$ cat src/rtl/ext_req_pkg.sv
package ext_req_pkg;

  // Per-pin sense codes
  typedef enum logic [1:0] {
    SENSE_LOW  = 2'b00,
    SENSE_FALL = 2'b01,
    SENSE_RISE = 2'b10,
    SENSE_BOTH = 2'b11
  } sense_e;

  // Strobes from bus decode to the flag datapath
  typedef struct packed {
    logic rdHit;
    logic wrHit;
  } strobe_t;

endpackage

$ cat src/rtl/ext_req_ctrl.sv
module ext_req_ctrl
  import ext_req_pkg::*;
#(
  parameter int NUM_PINS = 8,
  parameter int REG_W    = 16,
  parameter int ADDR_W   = 4,
  parameter logic [ADDR_W-1:0] FLAG_ADDR = '0
) (
  input  logic                clk,
  input  logic                rstN,
  input  logic [ADDR_W-1:0]   busAddr,
  input  logic                busRd,
  input  logic                busWr,
  input  logic [NUM_PINS-1:0] flags,
  output strobe_t             stb,
  output logic [REG_W-1:0]    busRdata
);

  localparam int PAD_W = REG_W - NUM_PINS;

  logic addrHit;

  always_comb begin
    addrHit   = (busAddr == FLAG_ADDR);
    stb.rdHit = busRd & addrHit;
    stb.wrHit = busWr & addrHit;
  end

  // Read data is registered and returns to zero outside read cycles
  always_ff @(posedge clk or negedge rstN) begin
    if (!rstN) begin
      busRdata <= '0;
    end else if (stb.rdHit) begin
      busRdata <= {{PAD_W{1'b0}}, flags};
    end else begin
      busRdata <= '0;
    end
  end

endmodule

$ cat src/rtl/ext_req_dpath.sv
module ext_req_dpath
  import ext_req_pkg::*;
#(
  parameter int NUM_PINS = 8,
  parameter int SYNC_W   = 2
) (
  input  logic                  clk,
  input  logic                  rstN,
  input  logic [NUM_PINS-1:0]   pinN,
  input  logic [2*NUM_PINS-1:0] senseSel,
  input  logic [NUM_PINS-1:0]   ackIn,
  input  logic [NUM_PINS-1:0]   wrBits,
  input  strobe_t               stb,
  output logic [NUM_PINS-1:0]   flags
);

  for (genvar i = 0; i < NUM_PINS; i++) begin : g_pin
    // Synchronizer chain; idles high so reset produces no edge
    logic [SYNC_W-1:0] syncReg;
    logic              pinSync;
    logic              pinPrev;
    logic              riseSeen;
    logic              fallSeen;
    logic              edgeHit;
    logic              wrClr;
    logic              clrAny;
    logic              flagR;
    logic              armedR;
    sense_e            mode;

    always_ff @(posedge clk or negedge rstN) begin
      if (!rstN) begin
        syncReg <= '1;
        pinPrev <= 1'b1;
      end else begin
        syncReg <= {syncReg[SYNC_W-2:0], pinN[i]};
        pinPrev <= pinSync;
      end
    end

    always_comb begin
      pinSync  = syncReg[SYNC_W-1];
      mode     = sense_e'(senseSel[2*i +: 2]);
      riseSeen = pinSync & ~pinPrev;
      fallSeen = ~pinSync & pinPrev;
      unique case (mode)
        SENSE_FALL: edgeHit = fallSeen;
        SENSE_RISE: edgeHit = riseSeen;
        SENSE_BOTH: edgeHit = riseSeen | fallSeen;
        default:    edgeHit = 1'b0;
      endcase
      wrClr  = stb.wrHit & ~wrBits[i] & armedR;
      clrAny = wrClr | ackIn[i];
    end

    always_ff @(posedge clk or negedge rstN) begin
      if (!rstN) begin
        flagR  <= 1'b0;
        armedR <= 1'b0;
      end else if (mode == SENSE_LOW) begin
        flagR  <= ~pinSync;
        armedR <= 1'b0;
      end else begin
        // A fresh edge outranks any clear on the same edge
        if (edgeHit) begin
          flagR <= 1'b1;
        end else if (clrAny) begin
          flagR <= 1'b0;
        end
        if (clrAny) begin
          armedR <= 1'b0;
        end else if (stb.rdHit && flagR) begin
          armedR <= 1'b1;
        end
      end
    end

    assign flags[i] = flagR;
  end

endmodule

$ cat src/rtl/ext_req_flags.sv
module ext_req_flags
  import ext_req_pkg::*;
#(
  parameter int NUM_PINS = 8,
  parameter int REG_W    = 16,
  parameter int ADDR_W   = 4,
  parameter int SYNC_W   = 2,
  parameter logic [ADDR_W-1:0] FLAG_ADDR = '0
) (
  input  logic                  clk,
  input  logic                  rstN,
  input  logic [NUM_PINS-1:0]   pinN,
  input  logic [2*NUM_PINS-1:0] senseSel,
  input  logic [NUM_PINS-1:0]   ackIn,
  output logic [NUM_PINS-1:0]   reqOut,
  input  logic [ADDR_W-1:0]     busAddr,
  input  logic                  busRd,
  input  logic                  busWr,
  input  logic [REG_W-1:0]      busWdata,
  output logic [REG_W-1:0]      busRdata
);

  strobe_t             stb;
  logic [NUM_PINS-1:0] flags;

  ext_req_ctrl #(
    .NUM_PINS (NUM_PINS),
    .REG_W    (REG_W),
    .ADDR_W   (ADDR_W),
    .FLAG_ADDR(FLAG_ADDR)
  ) u_ctrl (
    .clk     (clk),
    .rstN    (rstN),
    .busAddr (busAddr),
    .busRd   (busRd),
    .busWr   (busWr),
    .flags   (flags),
    .stb     (stb),
    .busRdata(busRdata)
  );

  ext_req_dpath #(
    .NUM_PINS(NUM_PINS),
    .SYNC_W  (SYNC_W)
  ) u_dpath (
    .clk     (clk),
    .rstN    (rstN),
    .pinN    (pinN),
    .senseSel(senseSel),
    .ackIn   (ackIn),
    .wrBits  (busWdata[NUM_PINS-1:0]),
    .stb     (stb),
    .flags   (flags)
  );

  assign reqOut = flags;

endmodule

$ cat config.mk
export PLATFORM = sky130hd
export DESIGN_NAME = ext_req_flags
export DESIGN_NICKNAME = d
export VERILOG_FILES = /design/src/rtl/ext_req_pkg.sv /design/src/rtl/ext_req_ctrl.sv /design/src/rtl/ext_req_dpath.sv /design/src/rtl/ext_req_flags.sv
export SDC_FILE = /design/constraint.sdc
export NUM_CORES = 1
export LEC_CHECK = 0
export ABC_AREA = 1
export BUFFER_PORTS_ARGS = -buffer_cell sky130_fd_sc_hd__buf_2
export CAP_MARGIN = 20
export CORE_AREA = 2 2 82 104
export DETAILED_ROUTE_END_ITERATION = 8
export DIE_AREA = 0 0 84 106
export PLACE_DENSITY = 0.61
export SLEW_MARGIN = 30
export SYNTH_ARGS = -nofsm -noshare
export SYNTH_HDL_FRONTEND = slang
export SYNTH_SLANG_ARGS = --single-unit
$ cat constraint.sdc
create_clock -name clk -period 1.1 [get_ports clk]
set_clock_uncertainty 0.05 [all_clocks]
set_input_delay 0.11 -clock clk [delete_from_list [all_inputs] [get_ports clk]]
set_output_delay 0.11 -clock clk [all_outputs]
set_load 0.1 [all_outputs]
==> results of run 1 <==
## power by group
part | switching, mW | leakage (nW) | internal, mW
Sequential | 0.0821 | 0.569 | 1.89
Clock | 0.596 | 0.0552 | 0.676
Combinational | 0.761 | 1.04 | 0.465
Total | 1.44 | 1.66 | 3.03
## cell usage after synthesis, drive strengths merged
| master | instances |
|---|---|
| a21oi | 8 |
| buf | 16 |
| clkbuf | 1 |
| conb | 1 |
| dfrtp | 24 |
| dfstp | 24 |
| ha | 16 |
| inv | 32 |
| nand2 | 32 |
| nand3 | 9 |
| nand3b | 8 |
| nand4 | 8 |
| nor2 | 58 |
| o21ai | 8 |
## how the worst max path moves through the flow
stage                                        start                      to  slack (ps)  cells after the start
after detailed placement  u_dpath.g_pin[4].pinPrev  u_dpath.g_pin[4].flagR        -140                      6
final                     u_dpath.g_pin[1].pinPrev  u_dpath.g_pin[1].flagR        -120                      6
after global routing      u_dpath.g_pin[3].pinPrev  u_dpath.g_pin[3].flagR        -190                      6
after CTS                 u_dpath.g_pin[4].pinPrev  u_dpath.g_pin[4].flagR        -130                      6
after floorplan           u_dpath.g_pin[0].pinPrev  u_dpath.g_pin[0].flagR         -50                      6
after global placement    u_dpath.g_pin[2].pinPrev  u_dpath.g_pin[2].flagR        -100                      6
## kinds of logic (layout without fill, tap and decap cells)
logic type      count (synthesis)  after routing  share of synthesized area
simple gates                  115            115                     0.2425
buf+inv                        49            138                     0.1051
flops                          48             48                     0.5302
fa+ha+maj                      16             16                    0.08621
compound gates                 16             16                    0.03448
other cells                     1              8                   0.001615
## final cells by class
type	instances	area, um2
clock inverters	2	35.03
flip-flops and latches	48	1231
multi-input cells	155	1084
clock buffers	6	72.57
fillers	762	4467
well taps	97	121.4
inverters	32	120.1
repair buffers	98	878.3
## timing repair
action / 4_1_cts / 5_1_grt
gates resized for setup: 35 / 19
endpoints found under the setup margin: 9 / 15
setup buffers: 10 / 10
hold endpoints to repair: 56 / 0
pin swaps: 29 / 23
hold buffers: 9 / 0
## registers in the layout, indices dropped and copies added, names as in the netlist
signal	count
u_dpath.g_pin.flagR	8
u_ctrl.busRdata	8
u_dpath.g_pin.syncReg	16
u_dpath.g_pin.pinPrev	8
u_dpath.g_pin.armedR	8
## metrics by stage
step	utilization	setup WS [ps]
after floorplan	-	-54.55
after global placement	0.3695	-101.4
after detailed placement	0.3695	-143.8
after CTS	0.4201	-129.1
after global routing	0.4423	-187.1
final	0.4423	-123.6
## routing by layer
layer | track usage | vias to the layer above | part of all wire
met5 | 0 | - | 0
met3 | 0.02562 | 8 | 0.054
met4 | 0.03802 | 0 | 0.017
met2 | 0.2177 | 54 | 0.52
met1 | 0.1382 | 862 | 0.41
li1 | - | 927 | -
## worst max-delay path: stages (launching register included)
cell and delay (ps):
dfstp_2 550, inv_2 50, ha_4 150, o21ai_2 130, a21oi_2 50, nor2_1 90, nand2_1 50
==> flow_results.org, run 1 <==
** Outcome
- The run finished, with violations left.
- Violated checks :: negative setup slack

** Cells and area
- Relative to the synthesized area, the layout overhead comes to 52.53%.
- Cell area after layout :: between 3000 and 4000 um2
- Most frequent standard cell in the layout excluding fill and tap cells :: buf_2
- Fraction of layout cells with a size suffix above 1 :: 0.5249
- Antenna Cells :: 0
- Once layout is complete, the cells apart from fillers number around 440.
- Commonest non-fill, non-tap cells in the layout :: buf_2, nor2_1, nand2_1, dfrtp_1, dfstp_2
- The net count of the finished layout is roughly 410.

** Place
- After detailed placement, the total cell area comes to around 3000 um2.
- Placed cells :: ~400
- During placement, the flow inserted port buffers numbering between 60 and 70.
- HPWL after DPL :: between 3000 and 4000 um
- Final RePlAce weighted congestion :: approximately 0.74

** Floorplan
- The initial utilization of the core area, before any placement, comes to 0.2900.
- Standard-cell row count :: 37
- The region available for standard cell placement spans 8009 um2.
- Die Area :: slightly below 9000 um2
- Number of primary I/O pins :: 80
- Die Y :: 106 um
- Overall die width :: between 80 and 90 um

** Routing
- The first detailed-routing pass ran for 4 iterations.
- Number of remaining DRC errors :: 0
- The final layout contains routed wiring with a total length of roughly 5100 um.
- The detail route stage leaves a number of antenna-violating nets equal to 0.
- Number of vias after detailed routing :: 1,851
- Routed wirelength normalized by instance count :: around 12 um
- In the routed layout, each cell is associated on average with a via count of around 4.2.
- In this run, the number of DRC markers left after iteration 0 of detailed routing was 32.

** Clocking
- Counting the buffers created by CTS gives 5.
- The tree is rooted in a clkbuf_8.
- Counting every sink on the clock net gives 48.
- CTS built an H-tree with a depth of 2.
- Maximum buffer depth of the clock tree :: 2
- Insertion delay of the later-clocked pin in the worst-skew pair :: approximately 300 ps
- TritonCTS built the clock tree.
- After clock tree synthesis, the clock-pin slew on the worst setup and hold paths is about 90 ps.

** STA
- Across all setup checks in the final design, the least slack found is -123.6 ps.
- Setup TNS Final :: -847.5 ps
- Setup violations remaining at the end of the flow were counted as 8.
- The number of hold-slack violations in the final timing report is 0.
- Unrepaired setup endpoints after global routing :: true
- Tmin final :: between 1000 and 1500 ps
- Of the available clock period, the critical path in the final layout requires 1.112.
- Number of pins with negative max-slew slack in the final report :: 0
- Timing would allow up to 0.8172 GHz.
- Hold Worst Slack :: between 15 and 20 ps

** Logic synthesis
- Per-instance average area after synthesis :: roughly 9.5 um2
- Yosys printed 0 warnings.
- The netlist uses 17 different library cells.
- Biggest area consumer among synthesized cells :: dfstp_2
- Number of instances in the synthesized netlist :: 245
- Sequential-to-total area share from yosys stat :: 0.5302
- By area the synthesized netlist is led by dfstp_2, dfrtp_1, ha_1.
- Flop and latch count out of synthesis :: 48
- The synthesized netlist occupies a cell area of 2322 um2.
- Fraction of post-synthesis cell area in the top cell type by area :: 0.2716

** Pwr
- Largest vdd supply drop :: between 0.0005 and 0.0006 V
- PnR Total Power :: 4.471 mW
- Leakage :: 1.660 nW
- Dividing total power by cell area gives a power density of around 1300 nW/um2.

** Worst hold path
- Worst min-delay path endpoint :: u_dpath.g_pin[7].armedR
- Min-delay worst type :: in -> reg
- In this run the most critical hold path is launched from ackIn[7].
- The worst hold path passes through 4 cells.

** Worst setup path
- Critical path required time :: around 1300 ps
- The worst setup path is captured at a flop.
- In this run the critical register-to-register path is captured at u_dpath.g_pin[1].flagR.
- For flop-to-flop paths, the worst setup slack is -120 ps.
- Worst reg2reg path depth :: 6
- The worst register-to-register path begins at u_dpath.g_pin[1].pinPrev.
- The critical path in this run is classified as reg -> reg.
- Along the worst path, the maximum fanout reaches 2.
- Arrival time reported for the critical path endpoint :: around 1400 ps
- STA classifies the critical path startpoint as a flop.

** GRT
- For this run, the total global-route usage over all layers was measured as 0.1192.
- First-pass GRT wire length :: approximately 8500 um
- The via count of the first global-routing pass came to approximately 1,900.
- For this run the aggregate overflow at the end of global routing stands at 0.
- The number of antenna violations at the first check in global routing is 0.
- Entering global routing, the biggest net connects roughly 50 pins.

** Flow run
- Across the run, the number of max-cap violations was 0.
Power figures use the tool's default switching activity.
==> run 2: changes to the inputs <==
Settings changed: PLACE_DENSITY 0.61 to 0.6.
Clock period 1.1 ns to 1.44 ns, I/O delays scaled along.
==> run 2 against run 1 <==
The run now ends clean. Core utilization down 8.2 points. Flip-flop and latch count unchanged. Die area unchanged. Cell count down 5.3%. Combinational power down 44%. Critical path depth down 5. Sequential share of layout area up 7.9 points. Register-to-register slack better by 280 ps. Setup slack better by 240 ps. First-iteration DRC count up 25%. Sequential power down 24%. Power down 31%. Critical path type is now reg -> out. Critical endpoint is now reqOut[7]. Largest cell class unchanged.
==> flow_results.org, run 2 (synthesis results as in run 1) <==
** Outcome
- Status :: finished clean

** Cells and area
- The number of nets in the finished design is 389 (-5.6%).
- The share of post-route cells with drive strength above 1 is 0.3616 (-0.1633).
- Cell area after layout :: 2887 um2 (-19%)
- Number of flip-flops under the largest register name :: 16 (unchanged)
- Leaving out fill and tap cells, the most frequent cell in the layout is buf_2.
- Antenna Cells :: 0 (unchanged)
- The end-of-flow core utilization came to 0.3604 (-0.08186).
- Top reg by flops :: u_dpath.g_pin.syncReg
- In the layout the commonest cells are buf_2, nor2_1, inv_1, nand2_1.
- Synth-to-layout area growth :: 24.30%

** Flow run
- Max cap viols :: 0 (unchanged)

** Floorplan
- Die Area :: 8904 um2 (unchanged)
- Number of primary I/O pins :: 80 (unchanged)
- Std-Cell Core Area :: 8009 um2 (unchanged)
- Die Y :: 106 um (unchanged)
- Standard-cell row count :: 37 (unchanged)
- The width of the die came to 84 um (unchanged).
- Effective utilization at floorplan :: 0.2900 (unchanged)

** STA
- The sum of negative setup slack is 0 ps (+847.5 ps).
- Endpoints failing hold :: 0 (unchanged)
- Number of pins with negative max-slew slack in the final report :: 0 (unchanged)
- The worst path in the final design needs a cycle of about 1300 ps, including I/O delays and setup.
- Based on the critical path, the design can be clocked at up to about 0.75 GHz.
- Final critical-path share of the clock period :: 0.9200
- Final-report setup violation count :: 0 (-8)
- Setup repair after global routing left no endpoint under its margin.

** Clocking
- Deepest level of the CTS H-tree :: 2 (unchanged)
- The number of cells upsized or downsized after cts is 0 (-100%).
- The clock latency on the worst-skew pair was 310 ps (about the same).
- Clock tree from TritonCTS :: done
- Sinks on Clock Net :: 48 (unchanged)
- The register clock-pin slew on the reported worst setup and hold paths came to 90 ps (about the same).
- Maximum buffer depth of the clock tree :: 2 (unchanged)
- Number of buffers inserted during clock tree synthesis :: 5 (unchanged)
- Clock tree root driver cell :: clkbuf_8

** Routing
- The final wirelength is 4647 um (-9.7%).
- Post-DRT Antenna Nets :: 0 (unchanged)
- The first-pass iteration count of the detailed router came to 5 (+1).
- The remaining routing DRC violations was 0 (unchanged).
- DR iter-0 viols :: 40 (+25%)
- The total vias in the final route was 1,773 (-4.2%).
- The average vias per placed instance was 4.272 (+1.1%).
- The wire length per cell came to 11.20 um (-4.7%).

** Worst hold path
- Hold Path Depth :: 4 (unchanged)
- The tightest min-delay check is of the in -> reg type.

** Worst setup path
- For this design, the slowest cell found on the critical path is buf_2.
- Grouping stages by cell kind, the critical path spends the most delay in buffers and inverters.
- The instance count on the critical path is 1 (-5).
- The required time of the critical path is 1250 ps (about the same).
- The number of cells on the worst reg-to-reg path is 6 (unchanged).
- Capturing element type of the critical path :: output pin
- The critical path goes through buf_2.
- Worst R2R Setup Slack :: 160 ps (+280 ps)
- The number of buffer and inverter instances along the worst setup path was 1 (unchanged).
- The worst setup path is of the reg -> out kind.
- The most critical setup path has its endpoint at reqOut[7].
- CP startpoint kind :: flop
- Startpoint of the worst register-to-register path :: u_dpath.g_pin[4].pinPrev
- The maximum fanout along the worst path came to 3 (+1).
- Arrival time reported for the critical path endpoint :: 1130 ps (-240 ps)
- In this run the critical register-to-register path is captured at u_dpath.g_pin[4].flagR.
- Delay of the slowest cell on the worst path :: 440 ps (-110 ps)
- Critical path launch point :: u_dpath.g_pin[7].flagR

** GRT
- The total congestion overflow was 0 (unchanged).
- First-pass GRT wire length :: 7631 um (-9.7%)
- The global router's overall resource usage is 0.1096 (-0.009639).
- Number of global-route vias before repair :: 1,741 (-7.5%)
- Largest net degree at the start of global routing :: 49 (unchanged)
- The number of antenna violations at the first check in global routing came to 0 (unchanged).

** Pwr
- The power density over the cells was 1065 nW/um2 (-16%).
- Largest vdd supply drop :: 0.0005390 V (-8.7%)
- Leakage :: 1.482 nW (-11%)

** Place
- The number of input and output port buffers inserted was 63 (unchanged).
- The sum of net half-perimeters after detailed placement is 3486 um (about the same).
- The placed standard-cell area was 2696 um2 (-8.9%).
- The placer congestion estimate came to 0.7171 (-2.7%).
-- run 2: cell count changes in the layout (fill, tap and decap cells not counted), moves of 2 or more --
cell      change
buf_4        -21
buf_12       -18
buf_2        +16
ha_1         +14
inv_1        +14
inv_2        -14
ha_4         -12
o21ai_0       +8
o21ai_2       -6
a21oi_1       +5
a21oi_2       -5
clkbuf_8      +2
ha_2          -2
-- run 2: layout make-up --
class                   count  area [um2]
fillers                   828        5122
flip-flops and latches     48        1231
multi-input cells         155       873.3
repair buffers             75       440.4
well taps                  97       121.4
inverters                  32       120.1
clock buffers               8       100.1
-- run 2: worst min-delay path by stage --
stage                        start                       to  slack, ps
after detailed placement      rstN  u_dpath.g_pin[3].armedR        110
after floorplan               rstN       u_ctrl.busRdata[0]       -200
final                     ackIn[2]  u_dpath.g_pin[2].armedR         40
after CTS                 ackIn[2]  u_dpath.g_pin[2].armedR         30
after global routing      ackIn[0]  u_dpath.g_pin[0].armedR         50
after global placement        rstN   u_dpath.g_pin[0].flagR        100
-- run 2: power by group --
group | internal [mW] | switching [mW] | total (mW)
registers | 1.44 | 0.0423 | 1.49
logic | 0.163 | 0.526 | 0.689
clock network | 0.439 | 0.460 | 0.899
-- run 2: what timing repair did --
action,CTS,global route
setup endpoints to repair,0,0
endpoints found under the hold margin,32,0
hold buffers,9,0
setup buffers,0,0
-- run 2: tightest hold or removal path, cell delays in order --
cell	delay (ps)
buf_2	80
nor2_1	50
nand2_1	60
nor2_1	40
-- run 2: metrics by stage --
step | setup WS (ps) | total power, mW | hold slack [ps] | instances
2_1_floorplan | 258.5 | 2.053 | -201.6 | 252
3_3_place_gp | 208.2 | 2.175 | 101.6 | 398
3_5_place_dp | 155.7 | 2.191 | 106.9 | 398
4_1_cts | 94.70 | 3.137 | 29.26 | 415
5_1_grt | 52.38 | 3.231 | 45.80 | 415
6_report | 115.3 | 3.074 | 41.80 | 415
-- run 2: per-layer routing --
metal | GRT usage | part of all wire | vias up | wire (um)
met5 | 0 | 0 | - | 0
met4 | 0.04493 | 0.019 | 0 | 86
met3 | 0.03494 | 0.060 | 9 | 278
met2 | 0.1937 | 0.51 | 50 | 2382
met1 | 0.1210 | 0.41 | 826 | 1900
li1 | - | - | 888 | -
==> run 3: changes to the inputs <==
Settings changed: CORE_AREA 2 2 82 104 to 2 2 84 107, DIE_AREA 0 0 84 106 to 0 0 86 109, PLACE_DENSITY 0.6 to 0.59, SYNTH_HIERARCHICAL from default to 1.
==> run 3 against run 2 <==
Wire length down 5.9%. Sequential power about the same. First-iteration DRC count down 7.5%. Clock power down 5.2%. Hold slack gained 4.3 ps. Non-clock buffer count unchanged. Power decreased by 1.0%.
==> flow_results.org, run 3 <==
** Place
- Count of buffers inserted at the top-level ports :: 63 (unchanged)
- HPWL after DPL :: 3304 um (-5.2%)
- The placer congestion estimate was 0.7446 (+3.8%).

** Cells and area
- Fraction of layout cells with a size suffix above 1 :: 0.3779 (+0.01627)
- The number of filler cells placed in the layout was 843 (+1.8%).
- Leaving out fill and tap cells, the most frequent cells in the layout are buf_2, inv_1, nand2_1, nand3_1.
- Layout net count :: 415 (+6.7%)
- Number of flip-flops under the largest register name :: 16 (unchanged)
- Antenna Cells :: 0 (unchanged)
- Synth-to-layout area growth :: 23.19%
- The end-of-flow core utilization is 0.3586 (-0.001804).
- The register with the most flip-flops in the final layout is u_dpath/g_pin.syncReg.
- Most frequent standard cell in the layout excluding fill and tap cells :: buf_2

** Worst setup path
- The number of cells on the worst reg-to-reg path was 7 (+1).
- The worst setup path is captured at an output pin.
- The worst register-to-register path ends at u_dpath/g_pin[6].flagR.
- The arrival time reported for the critical path endpoint was 1180 ps (+50 ps).
- Buffering stage count on the worst path with inverters included :: 1 (unchanged)
- On the critical path, the stage with the largest delay is an instance of buf_2.
- Critical path class :: reg -> out
- Highest fanout seen on the critical path :: 4 (+1)
- STA classifies the critical path startpoint as a flop.
- Worst R2R Setup Slack :: 130 ps (-30 ps)
- Delay of the slowest cell on the worst path :: 460 ps (+20 ps)
- The worst register-to-register path begins at u_dpath/g_pin[6].syncReg[1].
- Critical path required time :: 1250 ps (about the same)
- Broken down by cell family, the worst path's largest delay share belongs to buffers and inverters.
- Cell-by-cell listing of the critical path :: buf_2

** Pwr
- The static leakage is 1.610 nW (+8.6%).
- The worst IR drop on VDD is 0.0003691 V (-32%).
- The power density over the cells came to 1008 nW/um2 (-5.3%).

** Routing
- DR iter-0 viols :: 37 (-7.5%)
- Routed wirelength normalized by instance count :: 9.847 um (-12%)
- Number of vias after detailed routing :: 1,806 (+1.9%)
- The number of nets with antenna violations after routing is 0 (unchanged).
- Initial DRT Pass Iterations :: 4 (-1)
- Final WL :: 4372 um (-5.9%)
- Routed vias/inst :: 4.068 (-4.8%)
- The remaining routing DRC violations came to 0 (unchanged).

** Clocking
- Insertion delay of the later-clocked pin in the worst-skew pair :: 290 ps (-20 ps)
- Sinks on Clock Net :: 48 (unchanged)
- The number of CTS-inserted buffers was 5 (unchanged).
- The tree is rooted in a clkbuf_8.
- Clock-pin slew on the worst setup and hold paths :: 90 ps (about the same)
- The setup fix buffers added after clock tree synthesis is 0 (unchanged).
- Maximum buffer depth of the clock tree :: 2 (unchanged)
- The maximum level of the CTS H-tree came to 2 (unchanged).
- TritonCTS built the clock tree.

** Floorplan
- Overall die width :: 86 um (+2.4%)
- Die Area :: 9374 um2 (+5.3%)
- The number of standard-cell rows in the floorplan is 38 (+2.7%).
- Effective utilization at floorplan :: 0.2911 (+0.001155)
- The die height was 109 um (+2.8%).
- Std-Cell Core Area :: 8416 um2 (+5.1%)
- Number of primary I/O pins :: 80 (unchanged)

** Logic synthesis
- The combined area of all synthesized cells is 2450 um2 (+5.5%).
- The average instance area after synthesis is 9.007 um2 (-5.0%).
- Biggest area consumer among synthesized cells :: dfstp_2
- In the synthesized netlist, the cells that appear most often are inv_1, nand2_1, nand3_1.
- Post-synth EDFFs :: 0 (unchanged)
- The count of yosys warnings during synthesis came to 6 (+6).
- The number of distinct library cells after synthesis came to 17 (unchanged).
- Number of instances in the synthesized netlist :: 272 (+11%)
- Most area-consuming cells after synthesis :: dfstp_2, dfrtp_1, inv_1
- Among all cell types in the netlist, the one instantiated most often is inv_1.
- The flip-flop and latch count after synthesis is 48 (unchanged).
- Most instantiated flip-flop cell in the synthesis netlist :: dfstp_2
- Fraction of post-synthesis cell area in the top cell type by area :: 0.2574 (-0.01415)
- The portion of the post-synthesis area used by sequential elements was 0.5026 (-0.02762).
- The share of flip-flops with an asynchronous set or reset was 1.000 (unchanged).

** STA
- The maximum operating frequency came to 0.7303 GHz (-3.3%).
- The worst-case hold slack is 46.15 ps (+4.345 ps).
- Setup TNS Final :: 0 ps (unchanged)
- Number of pins with negative max-slew slack in the final report :: 0 (unchanged)
- The final cycle utilization of the critical path was 0.9509 (+0.03093).
- Final-report setup violation count :: 0 (unchanged)
- Setup repair after global routing left no endpoint under its margin.
- The final critical delay including setup and external delays is 1369 ps (+44.54 ps).
- The number of hold-slack violations in the final timing report was 0 (unchanged).

** GRT
- The global-route wire length before repair came to 7307 um (-4.2%).
- The via count of the first global-routing pass was 1,740 (-0.057%).
- Combined global-route utilization of all metal layers :: 0.09904 (-0.01056)
- Largest net degree at the start of global routing :: 49 (unchanged)
- The total congestion overflow is 0 (unchanged).
- Antenna violations before repair :: 0 (unchanged)

** Worst hold path
- Hold Path Depth :: 4 (unchanged)
- Worst min-delay path endpoint :: u_dpath/g_pin[6].armedR
- The worst hold path begins at ackIn[6].
- The min-delay analysis places its worst path in the category in -> reg.

** Flow run
- The count of max-cap constraint violations was 0 (unchanged).

** Outcome
- The run finished with clean final reports.
## run 3: cell count changes in the layout (fill, tap and decap cells not counted), sizes merged, moves of 20 or more
cell,previous run,this run
inv,32,61
nand2,32,52
nand3,9,37
nor2,58,30
## run 3: logic make-up after synthesis
family	Yosys count	synth area share
AND/OR/NAND/NOR	120	0.2365
buffers and inverters	79	0.1491
flip-flops	48	0.5026
adder cells (fa/ha/maj)	16	0.08172
AO/OA/AOI/OAI	8	0.02860
other	1	0.001531
## run 3: how the worst max path moves through the flow
stage,startpoint,end,slack (ps),depth (start not counted)
finish,u_dpath/g_pin[6].flagR,reqOut[6],70,1
global route,u_dpath/g_pin[2].flagR,reqOut[2],8,1
CTS,u_dpath/g_pin[2].flagR,reqOut[2],50,1
detailed placement,u_dpath/g_pin[3].syncReg[1],u_dpath/g_pin[3].flagR,140,7
global placement,u_dpath/g_pin[6].syncReg[1],u_dpath/g_pin[6].flagR,170,7
floorplan,u_dpath/g_pin[3].syncReg[1],u_dpath/g_pin[3].flagR,210,7
## run 3: what timing repair did
action                                 in CTS  in global routing
hold buffers                                9                  0
resized for setup                           0                  0
endpoints found under the hold margin      32                  0
## run 3: layout make-up
class / count / area (um2) / share of cell area
sequential: 48 / 1231 / 0.4080
multi-input combinational: 152 / 879.6 / 0.2915
tap: 100 / 125.1 / 0.04146
inverter: 61 / 229.0 / 0.07587
clock buffer: 8 / 100.1 / 0.03317
timing repair buffer: 75 / 452.9 / 0.1501
## run 3: where the power goes
part / leakage [nW] / total (mW) / internal [mW] / switching (mW)
combinational: 0.990 / 0.693 / 0.169 / 0.524
sequential: 0.569 / 1.50 / 1.44 / 0.0556
clock: 0.0515 / 0.852 / 0.439 / 0.413
total: 1.61 / 3.04 / 2.05 / 0.992
## run 3: metal layers
layer	GRT usage	wire length (um)
met2	0.1672	2136
met1	0.1198	1987
met3	0.02952	247
met5	0	0
met4	0.03401	0
## run 3: metrics by stage
step	setup slack (ps)	std cells	power (mW)	cell area (um2)
detailed placement	138.6	427	2.206	2828
CTS	46.28	444	3.115	3018
floorplan	213.6	279	2.066	2476
global route	7.558	444	3.218	3018
finish	70.73	444	3.043	3018
global placement	174.8	427	2.191	2828
